`config.mk`:
```
export PLATFORM = sky130hd
export DESIGN_NAME = mem_align_unit
export DESIGN_NICKNAME = d
export VERILOG_FILES = /design/src/rtl/mau_pkg.sv /design/src/rtl/mau_check.sv /design/src/rtl/mau_store_lanes.sv /design/src/rtl/mau_load_merge.sv /design/src/rtl/mem_align_unit.sv
export SDC_FILE = /design/constraint.sdc
export NUM_CORES = 1
export LEC_CHECK = 0
export ABC_AREA = 1
export BUFFER_PORTS_ARGS = -buffer_cell sky130_fd_sc_hd__buf_2
export CORE_UTILIZATION = 40
export CTS_BUF_LIST = sky130_fd_sc_hd__clkbuf_4
export DETAILED_ROUTE_END_ITERATION = 10
export MAX_ROUTING_LAYER = met4
export REMOVE_ABC_BUFFERS = 1
export SKIP_LAST_GASP = 1
export SYNTH_ARGS = -nofsm -noshare
export SYNTH_HDL_FRONTEND = slang
export SYNTH_SLANG_ARGS = --single-unit
```
`constraint.sdc`:
```
create_clock -name clk -period 2.9 [get_ports clk]
set_input_delay 0.145 -clock clk [delete_from_list [all_inputs] [get_ports clk]]
set_output_delay 0.145 -clock clk [all_outputs]
set_load 0.1 [all_outputs]
```
`src/rtl/mau_pkg.sv`:
```
// Shared definitions for the alignment-aware memory access unit.
// Assumes a 32-bit data word made of four byte lanes.
package mau_pkg;
    localparam int WORD_BYTES = 4;
    localparam int WORD_BITS  = 8 * WORD_BYTES;

    typedef enum logic [2:0] {
        ST_IDLE,
        ST_ISSUE0,
        ST_ISSUE1,
        ST_DRAIN,
        ST_RESP
    } mau_state_t;

    // Physical lane of a byte given its offset inside the word and the byte order.
    function automatic logic [1:0] phys_lane(input logic [1:0] lane, input logic big);
        return big ? (2'd3 - lane) : lane;
    endfunction
endpackage

```
`src/rtl/mau_check.sv`:
```
// Legality and alignment check for one request.
// Assumes size is a byte count; only 1, 2 and 4 are legal.
module mau_check (
    input  logic [1:0] off,
    input  logic [2:0] size,
    input  logic       allow_mis,
    output logic       trap,
    output logic       split
);
    logic legal;
    logic mis;

    // Classify the request: illegal size, misaligned, word-crossing.
    always_comb begin
        legal = (size == 3'd1) || (size == 3'd2) || (size == 3'd4);
        case (size)
            3'd2:    mis = off[0];
            3'd4:    mis = (off != 2'd0);
            default: mis = 1'b0;
        endcase
        trap  = !legal || (mis && !allow_mis);
        split = legal && allow_mis && (({1'b0, off} + size) > 3'd4);
    end
endmodule

```
`src/rtl/mau_store_lanes.sv`:
```
// Places store bytes into the lanes of the first and second word.
// Assumes off/size describe a legal access; lanes are don't-care on a trap.
module mau_store_lanes
    import mau_pkg::*;
(
    input  logic [1:0]           off,
    input  logic [2:0]           size,
    input  logic                 big,
    input  logic [WORD_BITS-1:0] wdata,
    output logic [WORD_BYTES-1:0] be0,
    output logic [WORD_BYTES-1:0] be1,
    output logic [WORD_BITS-1:0] wd0,
    output logic [WORD_BITS-1:0] wd1
);
    logic [2:0] pos;
    logic [1:0] lane;
    logic [2:0] vb;

    // Route each access byte to its word, lane and enable bit.
    always_comb begin
        be0  = '0;
        be1  = '0;
        wd0  = '0;
        wd1  = '0;
        pos  = '0;
        lane = '0;
        vb   = '0;
        for (int i = 0; i < WORD_BYTES; i++) begin
            if (3'(i) < size) begin
                pos  = {1'b0, off} + 3'(i);
                lane = phys_lane(pos[1:0], big);
                vb   = big ? (size - 3'd1 - 3'(i)) : 3'(i);
                if (pos[2]) begin
                    be1[lane]          = 1'b1;
                    wd1[8*lane +: 8]   = wdata[8*vb[1:0] +: 8];
                end else begin
                    be0[lane]          = 1'b1;
                    wd0[8*lane +: 8]   = wdata[8*vb[1:0] +: 8];
                end
            end
        end
    end
endmodule

```
`src/rtl/mau_load_merge.sv`:
```
// Gathers load bytes from up to two words and extends the result.
// Assumes word1 is only consulted when the access crosses a word.
module mau_load_merge
    import mau_pkg::*;
(
    input  logic [1:0]           off,
    input  logic [2:0]           size,
    input  logic                 big,
    input  logic                 sgn,
    input  logic [WORD_BITS-1:0] word0,
    input  logic [WORD_BITS-1:0] word1,
    output logic [WORD_BITS-1:0] value
);
    logic [WORD_BITS-1:0] raw;
    logic [2:0]           pos;
    logic [1:0]           lane;
    logic [2:0]           vb;

    // Collect each byte into its value position.
    always_comb begin
        raw  = '0;
        pos  = '0;
        lane = '0;
        vb   = '0;
        for (int i = 0; i < WORD_BYTES; i++) begin
            if (3'(i) < size) begin
                pos  = {1'b0, off} + 3'(i);
                lane = phys_lane(pos[1:0], big);
                vb   = big ? (size - 3'd1 - 3'(i)) : 3'(i);
                raw[8*vb[1:0] +: 8] = pos[2] ? word1[8*lane +: 8] : word0[8*lane +: 8];
            end
        end
    end

    // Extend the merged value to a full word.
    always_comb begin
        case (size)
            3'd1:    value = {{24{sgn & raw[7]}},  raw[7:0]};
            3'd2:    value = {{16{sgn & raw[15]}}, raw[15:0]};
            default: value = raw;
        endcase
    end
endmodule

```
`src/rtl/mem_align_unit.sv`:
```
// Alignment-aware load/store unit in front of a word-addressed memory.
// Assumes one request in flight, and read data one cycle after memory acceptance.
module mem_align_unit
    import mau_pkg::*;
#(
    parameter int ADDR_W = 16
) (
    input  logic                  clk,
    input  logic                  rst_n,
    input  logic                  req_valid,
    output logic                  req_ready,
    input  logic [ADDR_W-1:0]     req_addr,
    input  logic [2:0]            req_size,
    input  logic                  req_write,
    input  logic [31:0]           req_wdata,
    input  logic                  req_signed,
    input  logic                  big_endian,
    input  logic                  allow_misaligned,
    output logic                  mem_valid,
    input  logic                  mem_ready,
    output logic [ADDR_W-3:0]     mem_addr,
    output logic                  mem_write,
    output logic [3:0]            mem_be,
    output logic [31:0]           mem_wdata,
    input  logic [31:0]           mem_rdata,
    output logic                  rsp_valid,
    input  logic                  rsp_ready,
    output logic [31:0]           rsp_rdata,
    output logic                  rsp_trap
);
    localparam int WADDR_W = ADDR_W - 2;

    mau_state_t           st;
    logic [ADDR_W-1:0]    q_addr;
    logic [2:0]           q_size;
    logic                 q_write;
    logic [WORD_BITS-1:0] q_wdata;
    logic                 q_signed;
    logic                 q_big;
    logic                 q_trap;
    logic                 q_split;
    logic                 pend0;
    logic                 pend1;
    logic [WORD_BITS-1:0] word0;
    logic [WORD_BITS-1:0] word1;

    logic                 chk_trap;
    logic                 chk_split;
    logic [WORD_BYTES-1:0] be0, be1;
    logic [WORD_BITS-1:0] wd0, wd1;
    logic [WORD_BITS-1:0] load_val;
    logic                 accept;

    mau_check u_check (
        .off       (req_addr[1:0]),
        .size      (req_size),
        .allow_mis (allow_misaligned),
        .trap      (chk_trap),
        .split     (chk_split)
    );

    mau_store_lanes u_store (
        .off   (q_addr[1:0]),
        .size  (q_size),
        .big   (q_big),
        .wdata (q_wdata),
        .be0   (be0),
        .be1   (be1),
        .wd0   (wd0),
        .wd1   (wd1)
    );

    mau_load_merge u_merge (
        .off   (q_addr[1:0]),
        .size  (q_size),
        .big   (q_big),
        .sgn   (q_signed),
        .word0 (word0),
        .word1 (word1),
        .value (load_val)
    );

    assign accept = req_valid && req_ready;

    // Sequence a request through check, one or two accesses, and response.
    always_ff @(posedge clk) begin
        if (!rst_n) begin
            st <= ST_IDLE;
        end else begin
            case (st)
                ST_IDLE:   if (req_valid) st <= chk_trap ? ST_RESP : ST_ISSUE0;
                ST_ISSUE0: if (mem_ready) st <= q_split ? ST_ISSUE1 : ST_DRAIN;
                ST_ISSUE1: if (mem_ready) st <= ST_DRAIN;
                ST_DRAIN:  st <= ST_RESP;
                ST_RESP:   if (rsp_ready) st <= ST_IDLE;
                default:   st <= ST_IDLE;
            endcase
        end
    end

    // Hold the accepted request for the whole transaction.
    always_ff @(posedge clk) begin
        if (!rst_n) begin
            q_addr   <= '0;
            q_size   <= '0;
            q_write  <= 1'b0;
            q_wdata  <= '0;
            q_signed <= 1'b0;
            q_big    <= 1'b0;
            q_trap   <= 1'b0;
            q_split  <= 1'b0;
        end else if (accept) begin
            q_addr   <= req_addr;
            q_size   <= req_size;
            q_write  <= req_write;
            q_wdata  <= req_wdata;
            q_signed <= req_signed;
            q_big    <= big_endian;
            q_trap   <= chk_trap;
            q_split  <= chk_split;
        end
    end

    // Capture read words in the cycle after each memory acceptance.
    always_ff @(posedge clk) begin
        if (!rst_n) begin
            pend0 <= 1'b0;
            pend1 <= 1'b0;
            word0 <= '0;
            word1 <= '0;
        end else begin
            pend0 <= (st == ST_ISSUE0) && mem_ready;
            pend1 <= (st == ST_ISSUE1) && mem_ready;
            if (pend0) word0 <= mem_rdata;
            if (pend1) word1 <= mem_rdata;
        end
    end

    // Drive the memory side from the current access slot.
    always_comb begin
        mem_valid = (st == ST_ISSUE0) || (st == ST_ISSUE1);
        mem_write = q_write;
        mem_addr  = q_addr[ADDR_W-1:2] + WADDR_W'(st == ST_ISSUE1);
        mem_be    = (st == ST_ISSUE1) ? be1 : be0;
        mem_wdata = (st == ST_ISSUE1) ? wd1 : wd0;
    end

    // Drive the handshake flags and response payload.
    always_comb begin
        req_ready = (st == ST_IDLE);
        rsp_valid = (st == ST_RESP);
        rsp_trap  = q_trap;
        rsp_rdata = (q_trap || q_write) ? '0 : load_val;
    end
endmodule

```
# Word-level counts from Yosys, hierarchy flattened
# Index checks and enable logic that the tools add are counted.
dict set report word_totals {
  register_bits 125
  in_bits 92
  output_inout_bits 87
  elab_cells 186
}
dict set report op_classes {
  add_sub_neg 21
  magnitude_cmp 13
  eq_ne 13
  shifts 27
  mux 69
  bitwise 10
  reduce_logical 20
}
# operator count
set op_table {}
lappend op_table {{$mux 32} 19}
lappend op_table {{$shiftx 32x6->8} 11}
lappend op_table {{$neg 5->34} 8}
lappend op_table {{$shift 8x34->32 const A} 8}
lappend op_table {{$shiftx 8x34->32} 8}
lappend op_table {{$bwmux 32} 8}
lappend op_table {{$and 32x32->32} 3}
lappend op_table {{$pmux 32 s2} 1}
lappend op_table {{$mux 4} 14}
lappend op_table {{$mux 8} 3}
lappend op_table {{$or 4x4->4} 5}
lappend op_table {{$mux 2} 8}
lappend op_table {{$mux 3} 5}
lappend op_table {{$pmux 3 s5} 1}
lappend op_table {{$add 14x1->14} 1}
lappend op_table {{$eq 3x2->1 const B} 4}
lappend op_table {{$lt 2x3->1 const B} 4}
lappend op_table {{$logic_and 1x1->1} 10}
lappend op_table {{$eq 3x1->1 const B} 3}
lappend op_table {{$demux 1 s2} 4}
lappend op_table {{$ge 2x1->1 const B} 4}
lappend op_table {{$sub 2x2->2 const A} 4}
lappend op_table {{$add 2x2->3 const B} 2}
lappend op_table {{$eq 3x3->1 const B} 2}
lappend op_table {{other kinds (17)} 33}

# Depth between registers and ports, before layout
# Gate-level depths: netlist of run 1.
dict set report depth {
  word_depth 17
  mapped_depth 19
}

# By module
# Synthesis of run 1 repeated with hierarchy kept, for this count alone.
dict set report hier_totals {
  hier_cells 2657
  area_unflattened_um2 14566.5
}
# mod n_inst cells_per_inst area_each_um2
set modules_own_cells {}
lappend modules_own_cells {mem_align_unit 1 798 5407.7}
lappend modules_own_cells {mau_load_merge 1 961 4601.9}
lappend modules_own_cells {mau_store_lanes 1 872 4415.5}
lappend modules_own_cells {mau_check 1 26 141.4}

# Least setup slack after synthesis of run 1
# No wires, ideal clock.
dict set report synth_path {
  path_kind {reg-to-output}
  from {register q_addr[0]}
  to {output mem_wdata[4]}
  arrival_ns 4.269
  required_ns 2.755
  setup_slack_ns -1.514
  stages_incl_launch_ff 18
  n_path_buf 3
  cell_sequence {dfxtp_1 > inv_2 > ha_1 > xnor2_4 > inv_2 > buf_2 > buf_6 > ha_1 > clkbuf_1 > clkinv_1 > nand2_1 > nor2_2 > nand3_1 > o22ai_1 > nand2_1 > o21ai_0 > nand2_1 > a21oi_1}
}
dict set report synth_via {
  elab_chain_len 16
  word_cells_on_any_way 44
}
# element line_no
set synth_lines {}
lappend synth_lines {{start: declaration} mem_align_unit.sv:34} ;# logic [ADDR_W-1:0] q_addr;
lappend synth_lines {{start signal: assignment} mem_align_unit.sv:113} ;# q_addr <= req_addr;
lappend synth_lines {{parallel branches: the longest is 15 deep, another holds $neg 5->34} n/a}
lappend synth_lines {{$mux 32 (*)} mem_align_unit.sv:145} ;# mem_wdata = (st == ST_ISSUE1) ? wd1 : wd0;
lappend synth_lines {{end: declaration} mem_align_unit.sv:24} ;# output logic [31:0] mem_wdata,
# Mark *: on every way between the ends.

# Worst setup path after layout of run 1
dict set report layout_path {
  from {register q_size[2]}
  to {output mem_wdata[23]}
}
dict set report layout_via {
  elab_chain_len 12
  word_cells_on_any_way 22
}
# element line_no
set layout_lines {}
lappend layout_lines {{start: declaration} mem_align_unit.sv:35} ;# logic [2:0] q_size;
lappend layout_lines {{start signal: assignment} mem_align_unit.sv:114} ;# q_size <= req_size;
lappend layout_lines {{$lt 1x3->1} mau_store_lanes.sv:29} ;# if (3'(i) < size) begin
lappend layout_lines {{$mux 32} mau_store_lanes.sv:29}
lappend layout_lines {{$bwmux 32} mau_store_lanes.sv:38} ;# wd0[8*lane +: 8] = wdata[8*vb[1:0] +: 8];
lappend layout_lines {{$mux 32} mau_store_lanes.sv:33} ;# if (pos[2]) begin
lappend layout_lines {{$mux 32} mau_store_lanes.sv:29}
lappend layout_lines {{$bwmux 32} mau_store_lanes.sv:38}
lappend layout_lines {{$mux 32} mau_store_lanes.sv:33}
lappend layout_lines {{$mux 32} mau_store_lanes.sv:29}
lappend layout_lines {{$bwmux 32} mau_store_lanes.sv:38}
lappend layout_lines {{$mux 32} mau_store_lanes.sv:33}
lappend layout_lines {{$mux 32} mau_store_lanes.sv:29}
lappend layout_lines {{$mux 32 (*)} mem_align_unit.sv:145}
# Mark *: on every way between the ends. The rest lies on a longest branch, timed or not.

==> results of run 1 <==
-- registers in the layout, summed over array words and instances, names as in the netlist --
signal,flops
q_wdata,32
word0,32
word1,32
q_addr,16
q_size,3
st,3
mem_write,1
pend0,1
pend1,1
q_big,1
q_signed,1
q_split,1
rsp_trap,1
-- cells by family after synthesis --
group | after synthesis | synth area share (%)
flip-flops | 125 | 19.18
adder cells (fa/ha/maj) | 31 | 3.031
XOR/XNOR | 14 | 1.084
buffers and inverters | 339 | 11.35
AND/OR/NAND/NOR | 1264 | 40.35
AO/OA/AOI/OAI | 600 | 25.00
-- path summary, 6_finish.rpt --
kind / to / slack, ns / cells after the start
setup / recovery: mem_wdata[23] / -0.47 / 11
hold reg to reg: q_wdata[0] / 0.48 / 2
setup reg to reg: q_addr[0] / 0.47 / 8
hold / removal: q_wdata[28] / 0.04 / 3
-- repair_timing --
item / in CTS / in global routing
pin swaps: 49 / 119
buffers inserted: 29 / 58
hold endpoints to repair: 124 / 0
gates resized for setup: 239 / 337
cloned: 6 / 10
hold buffers: 90 / 0
endpoints found under the setup margin: 73 / 74
-- worst max-delay path: stages (launching register included) --
cell	delay (ns)
dfxtp_1	0.62
buf_4	0.23
a21oi_4	0.06
nor2_2	0.20
inv_1	0.23
nor2_2	0.28
inv_1	0.18
nand2_2	0.18
o22ai_1	0.10
o21ai_0	0.24
nand2_2	0.12
buf_12	0.18
-- cells in the mapped netlist, types with 14 or more instances --
cell	n	area, um2
nand3_1	179	895.9
a21oi_2	14	122.6
buf_6	18	202.7
o21ai_1	44	220.2
inv_1	185	694.4
clkbuf_1	71	266.5
o21ai_0	255	1276
dfxtp_1	125	2502
o22ai_1	25	156.4
nor3_1	22	110.1
nand2_1	759	2849
a21oi_1	204	1021
nor2_1	245	919.6
buf_2	31	155.2
o211ai_1	36	270.3
nand4_1	15	93.84
ha_1	30	375.4
-- final cells by class --
type	instances	area [um2]
Sequential cell	125	2517
Timing Repair Buffer	490	5430
Tap cell	435	544.3
Clock buffer	18	135.1
Multi-Input combinational cell	1910	11000
Fill cell	2841	11200
Antenna cell	2	5.005
Clock inverter	14	135.1
Inverter	204	833.3
-- per-layer routing --
layer | vias to the layer above | GRT usage, % | part of all wire [%]
met5 | - | - | 0
met3 | 143 | 6.486 | 8.1
met4 | 0 | 12.97 | 2.9
met2 | 832 | 53.54 | 46
met1 | 8403 | 45.20 | 43
li1 | 8576 | - | -
-- metrics by stage --
| stage | std cells | area (um2) | TNS (ns) |
|---|---|---|---|
| after CTS | 3128 | 18580 | -18.62 |
| after global placement | 2972 | 16030 | 0 |
| after detailed placement | 2972 | 16030 | 0 |
| after floorplan | 2238 | 12340 | -183.37 |
| final | 3198 | 20600 | -17.26 |
| after global routing | 3198 | 20600 | -25.61 |
-- power groups by stage --
stage | Clock (W) | Combinational (W) | Sequential [W]
finish | 0.00128 | 0.0205 | 0.00226
global route | 0.00137 | 0.0215 | 0.00229
CTS | 0.00130 | 0.0179 | 0.00222
detailed placement | 0 | 0.0160 | 0.00225
global placement | 0 | 0.0159 | 0.00224
floorplan | 0 | 0.00979 | 0.00233
==> flow_summary.ini, run 1 <==
[outcome]
status = finished, violations left
violations = setup timing

[power]
pwr-share-seq_pct = 9.4
p_leak_nw = 9.031
peakVddDrop_mv = 1.164
power_w = 0.02408
clock_power_share_pct = 5.3
power_density_nw_per_um2 = 1169
swShare_pct = 59.88
combPwrFrac_pct = 85.3
intPower_w = 0.009661
p_sw_w = 0.01442

[cts]
clockBufferDepth = 2
cts_tree = yes
path_clk_slew_ns = 0.15
clk_latency_ns = 0.62
cts_buffers = 17
root_buffer = clkbuf_4
cts_sinks = 125
htree_levels = 4

[final_layout]
syn_to_final_growth_pct = 57.89
final_core_util_pct = 64.77
final_nets = 2871
final_common_cell = nand2_1
final_cell_mix = nand2_1 (655), o21ai_0 (224), nor2_1 (184)
layout-drive-gt1-share_pct = 30.64

[synth]
postSynthCellCount = 2373
ys_async_sr_fraction_pct = 0
syn_area_um2 = 13050
avgSynthCellArea_um2 = 5.497
synth.distinct_cells = 46
yosysSeqAreaShare_pct = 19.18
ys_seq_elements = 125
synth_edf_count = 0
synth_ff_type = dfxtp_1
yosysWarnings = 0

[worst_setup_path]
crit_path_end_kind = output pin
critPathKind = flip-flop to output pin
startpoint_type = flip-flop
arrival_ns = 3.22
r2r_start = st[0]
critPathLaunch = q_size[2]
critPathRequiredTime_ns = 2.76
crit_fanout = 8

[placed_design]
dp_slack_ns = 0.02824
portBuffers = 178
finalWeightedCongestion = 1.006
dpl.hpwl_mm = 41.00

[detailed_routing]
dr.pass1.iters = 6
wl_per_cell_um = 18.92
drt_iter0_drc = 2015
remaining_drc_errors = 0
via_per_inst = 5.614
drt_wl_total_mm = 60.50
drtAntennaViolNets = 0
via_count = 17954

[floorplanning]
ios = 179
num_rows = 65
die_area_um2 = 33340
die_x_um = 182.6
core-area_um2 = 31800
initial_core_util_pct = 41.02
die_h_um = 182.6

[sta]
whs_ns = 0.04084
rsz0062_at_grt = yes
clock_skew_ns = 0.02126
max_freq_mhz = 296.8
setup_ws_ns = -0.4694
relSlewSlack_pct = 33.74
setup_viol = 65
finalMaxSlewViolations = 0
finalHoldViolCount = 0
finalCriticalPeriod_ns = 3.369
worst_pin_slew_ns = 0.9939
period_share_pct = 116.2

[global_route]
grt_max_degree = 69
overflow = 0
antenna_found_initial = 2
grt_pass1_wl_mm = 87.93
gr-usage-all-layers_pct = 34.84
grt_pass1_vias = 15803

[min_path]
hold_path.class = input port to flip-flop
hold_start = rst_n

[job]
max_cap_viol_count = 0
(Power assumes the default switching activity.)
==> inputs of run 2 (changes only) <==
--- a/config.mk
+++ b/config.mk
@@ -7,10 +7,13 @@
 export LEC_CHECK = 0
 export ABC_AREA = 1
 export BUFFER_PORTS_ARGS = -buffer_cell sky130_fd_sc_hd__buf_2
-export CORE_UTILIZATION = 40
+export CELL_PAD_IN_SITES_DETAIL_PLACEMENT = 0
+export CELL_PAD_IN_SITES_GLOBAL_PLACEMENT = 1
+export CORE_UTILIZATION = 37
 export CTS_BUF_LIST = sky130_fd_sc_hd__clkbuf_4
 export DETAILED_ROUTE_END_ITERATION = 10
 export MAX_ROUTING_LAYER = met4
+export PLACE_DENSITY_LB_ADDON = 0.1
 export REMOVE_ABC_BUFFERS = 1
 export SKIP_LAST_GASP = 1
 export SYNTH_ARGS = -nofsm -noshare
==> flow_summary.ini, run 2 (synthesis gave the netlist of run 1 again) <==
[global_route]
antenna_found_initial = 3
grt_pass1_wl_mm = 89.40
overflow = 0
grt_max_degree = 69
grt_pass1_vias = 16159
gr-usage-all-layers_pct = 32.92

[final_layout]
final_common_cell = nand2_1
reg.largest.list = q_wdata (32), word0 (32), word1 (32)
final_nets = 2866
layout-drive-gt1-share_pct = 30.01
final_cell_mix = nand2_1 (668), o21ai_0 (224), nor2_1 (188)
syn_to_final_growth_pct = 56.51
fill_cells = 3352

[cts]
root_buffer = clkbuf_4
path_clk_slew_ns = 0.15
cts_sinks = 125
clockBufferDepth = 2
clk_latency_ns = 0.63
cts_tree = yes
cts_buffers = 17
htree_levels = 4

[detailed_routing]
drt_wl_total_mm = 59.87
wl_per_cell_um = 18.64
remaining_drc_errors = 0
drt_iter0_drc = 1337
via_per_inst = 5.497
dr.pass1.iters = 6
drtAntennaViolNets = 0
via_count = 17657

[placed_design]
portBuffers = 178
finalWeightedCongestion = 1.037
dpl.hpwl_mm = 42.06

[worst_setup_path]
cp_slowest_stage_delay_ns = 0.36
slowest_stage = dfxtp_2
r2r_start = st[2]
arrival_ns = 3.08
crit_family = buffers and inverters
critPathCapture = rsp_rdata[27]
r2r_end = st[2]
path_cells = inv_2 -> ha_4 -> xnor2_4 -> inv_2 -> buf_8 -> buf_12 -> nand3_4 -> nand2_4 -> nor2_4 -> nand3_2 -> nand3_4 -> nand4_4 -> clkbuf_16 -> a21oi_4 -> buf_12
critPathLaunch = q_addr[0]
r2r_cells = 8
crit_fanout = 8
rrSetupSlack_ns = 0.65
critPathKind = flip-flop to output pin
crit_buf_inv = 6
critPathRequiredTime_ns = 2.76
startpoint_type = flip-flop
crit_path_end_kind = output pin
critical_path_depth = 15

[floorplanning]
die_x_um = 189.8
die_h_um = 189.8
initial_core_util_pct = 37.67
core-area_um2 = 34630
die_area_um2 = 36010
ios = 179
num_rows = 68

[outcome]
status = finished, violations left
violations = setup timing

[sta]
setup_viol = 65
setup_ws_ns = -0.3277
finalHoldViolCount = 0
rsz0062_at_grt = yes
clock_skew_ns = 0.03468
finalMaxSlewViolations = 0
max_freq_mhz = 309.8
whs_ns = 0.09636
period_share_pct = 111.3
finalCriticalPeriod_ns = 3.228
worst_pin_slew_ns = 0.8540
relSlewSlack_pct = 43.00

[min_path]
hold_path.class = input port to flip-flop

[power]
power_w = 0.02393
power_density_nw_per_um2 = 1172
p_leak_nw = 8.908
peakVddDrop_mv = 1.118

[job]
max_cap_viol_count = 0
## run 2: changes by cell type in the layout (fill, tap and decap cells not counted), moves of 6 or more
cell / before / now
buf_4: 155 / 147
nand2_1: 655 / 668
nor2_2: 46 / 38
nand3_2: 37 / 44
clkbuf_16: 10 / 3
buf_12: 105 / 99
buf_6: 22 / 31
nand3_1: 138 / 131
## run 2: worst min path at each step
stage	startpoint	endpoint	slack [ns]	cells after the start
3_5_place_dp	req_write	mem_write	0.37	3
6_report	rst_n	q_wdata[14]	0.1	3
5_1_grt	rst_n	q_wdata[15]	0.11	3
3_3_place_gp	req_wdata[10]	q_wdata[10]	0.37	3
4_1_cts	req_valid	st[2]	0.05	6
2_1_floorplan	req_write	mem_write	0.28	2
## run 2: final cells by class
class | count | area, um2 | area share [%]
multi-input cells | 1910 | 10930 | 53.54
clock buffers | 18 | 135.1 | 0.6618
flip-flops and latches | 125 | 2521 | 12.35
well taps | 455 | 569.3 | 2.788
inverters | 204 | 825.8 | 4.045
repair buffers | 485 | 5259 | 25.76
diodes | 1 | 2.502 | 0.01226
clock inverters | 14 | 172.7 | 0.8457
## run 2: worst register-to-register path, stage by stage (launching register included)
cell           delay (ns)
dfxtp_2              0.39
inv_4                0.05
nand3_4              0.07
buf_4                0.39
nand2_1              0.18
nand2_1              0.10
nand3_1              0.12
dlygate4sd3_1        0.60
a221oi_1             0.27
## run 2: report_power, final
group / switching (W) / leakage [nW] / internal [W]
clock network: 0.000867 / 0.162 / 0.000556
logic: 0.0132 / 7.72 / 0.00708
registers: 0.000230 / 1.02 / 0.00203
## run 2: routing by layer
layer | routed length (um) | part of all wire [%] | vias to the layer above | global-route usage (%)
met2 | 26920 | 45 | 683 | 50.04
met4 | 1571 | 2.6 | 0 | 10.86
met5 | 0 | 0 | - | -
met3 | 3936 | 6.6 | 123 | 4.962
li1 | - | - | 8565 | -
met1 | 27450 | 46 | 8286 | 44.37
## run 2: what timing repair did
item,in CTS,in global routing
pin swaps,64,144
endpoints found under the hold margin,125,0
gates cloned,4,4
setup buffers,35,33
endpoints found under the setup margin,73,74
resized for setup,272,291
hold buffers,94,0
## run 2: stage by stage
stage	cell area [um2]	TNS, ns	instances	worst slack [ns]	util [%]
2_1_floorplan	12340	-183.37	2238	-2.331	-
3_3_place_gp	16180	0	3012	0.02948	46.73
3_5_place_dp	16180	0	3012	0.0003242	46.73
4_1_cts	18870	-20.37	3177	-0.3719	54.49
5_1_grt	20420	-24.20	3212	-0.4747	58.96
6_report	20420	-15.16	3212	-0.3277	58.96
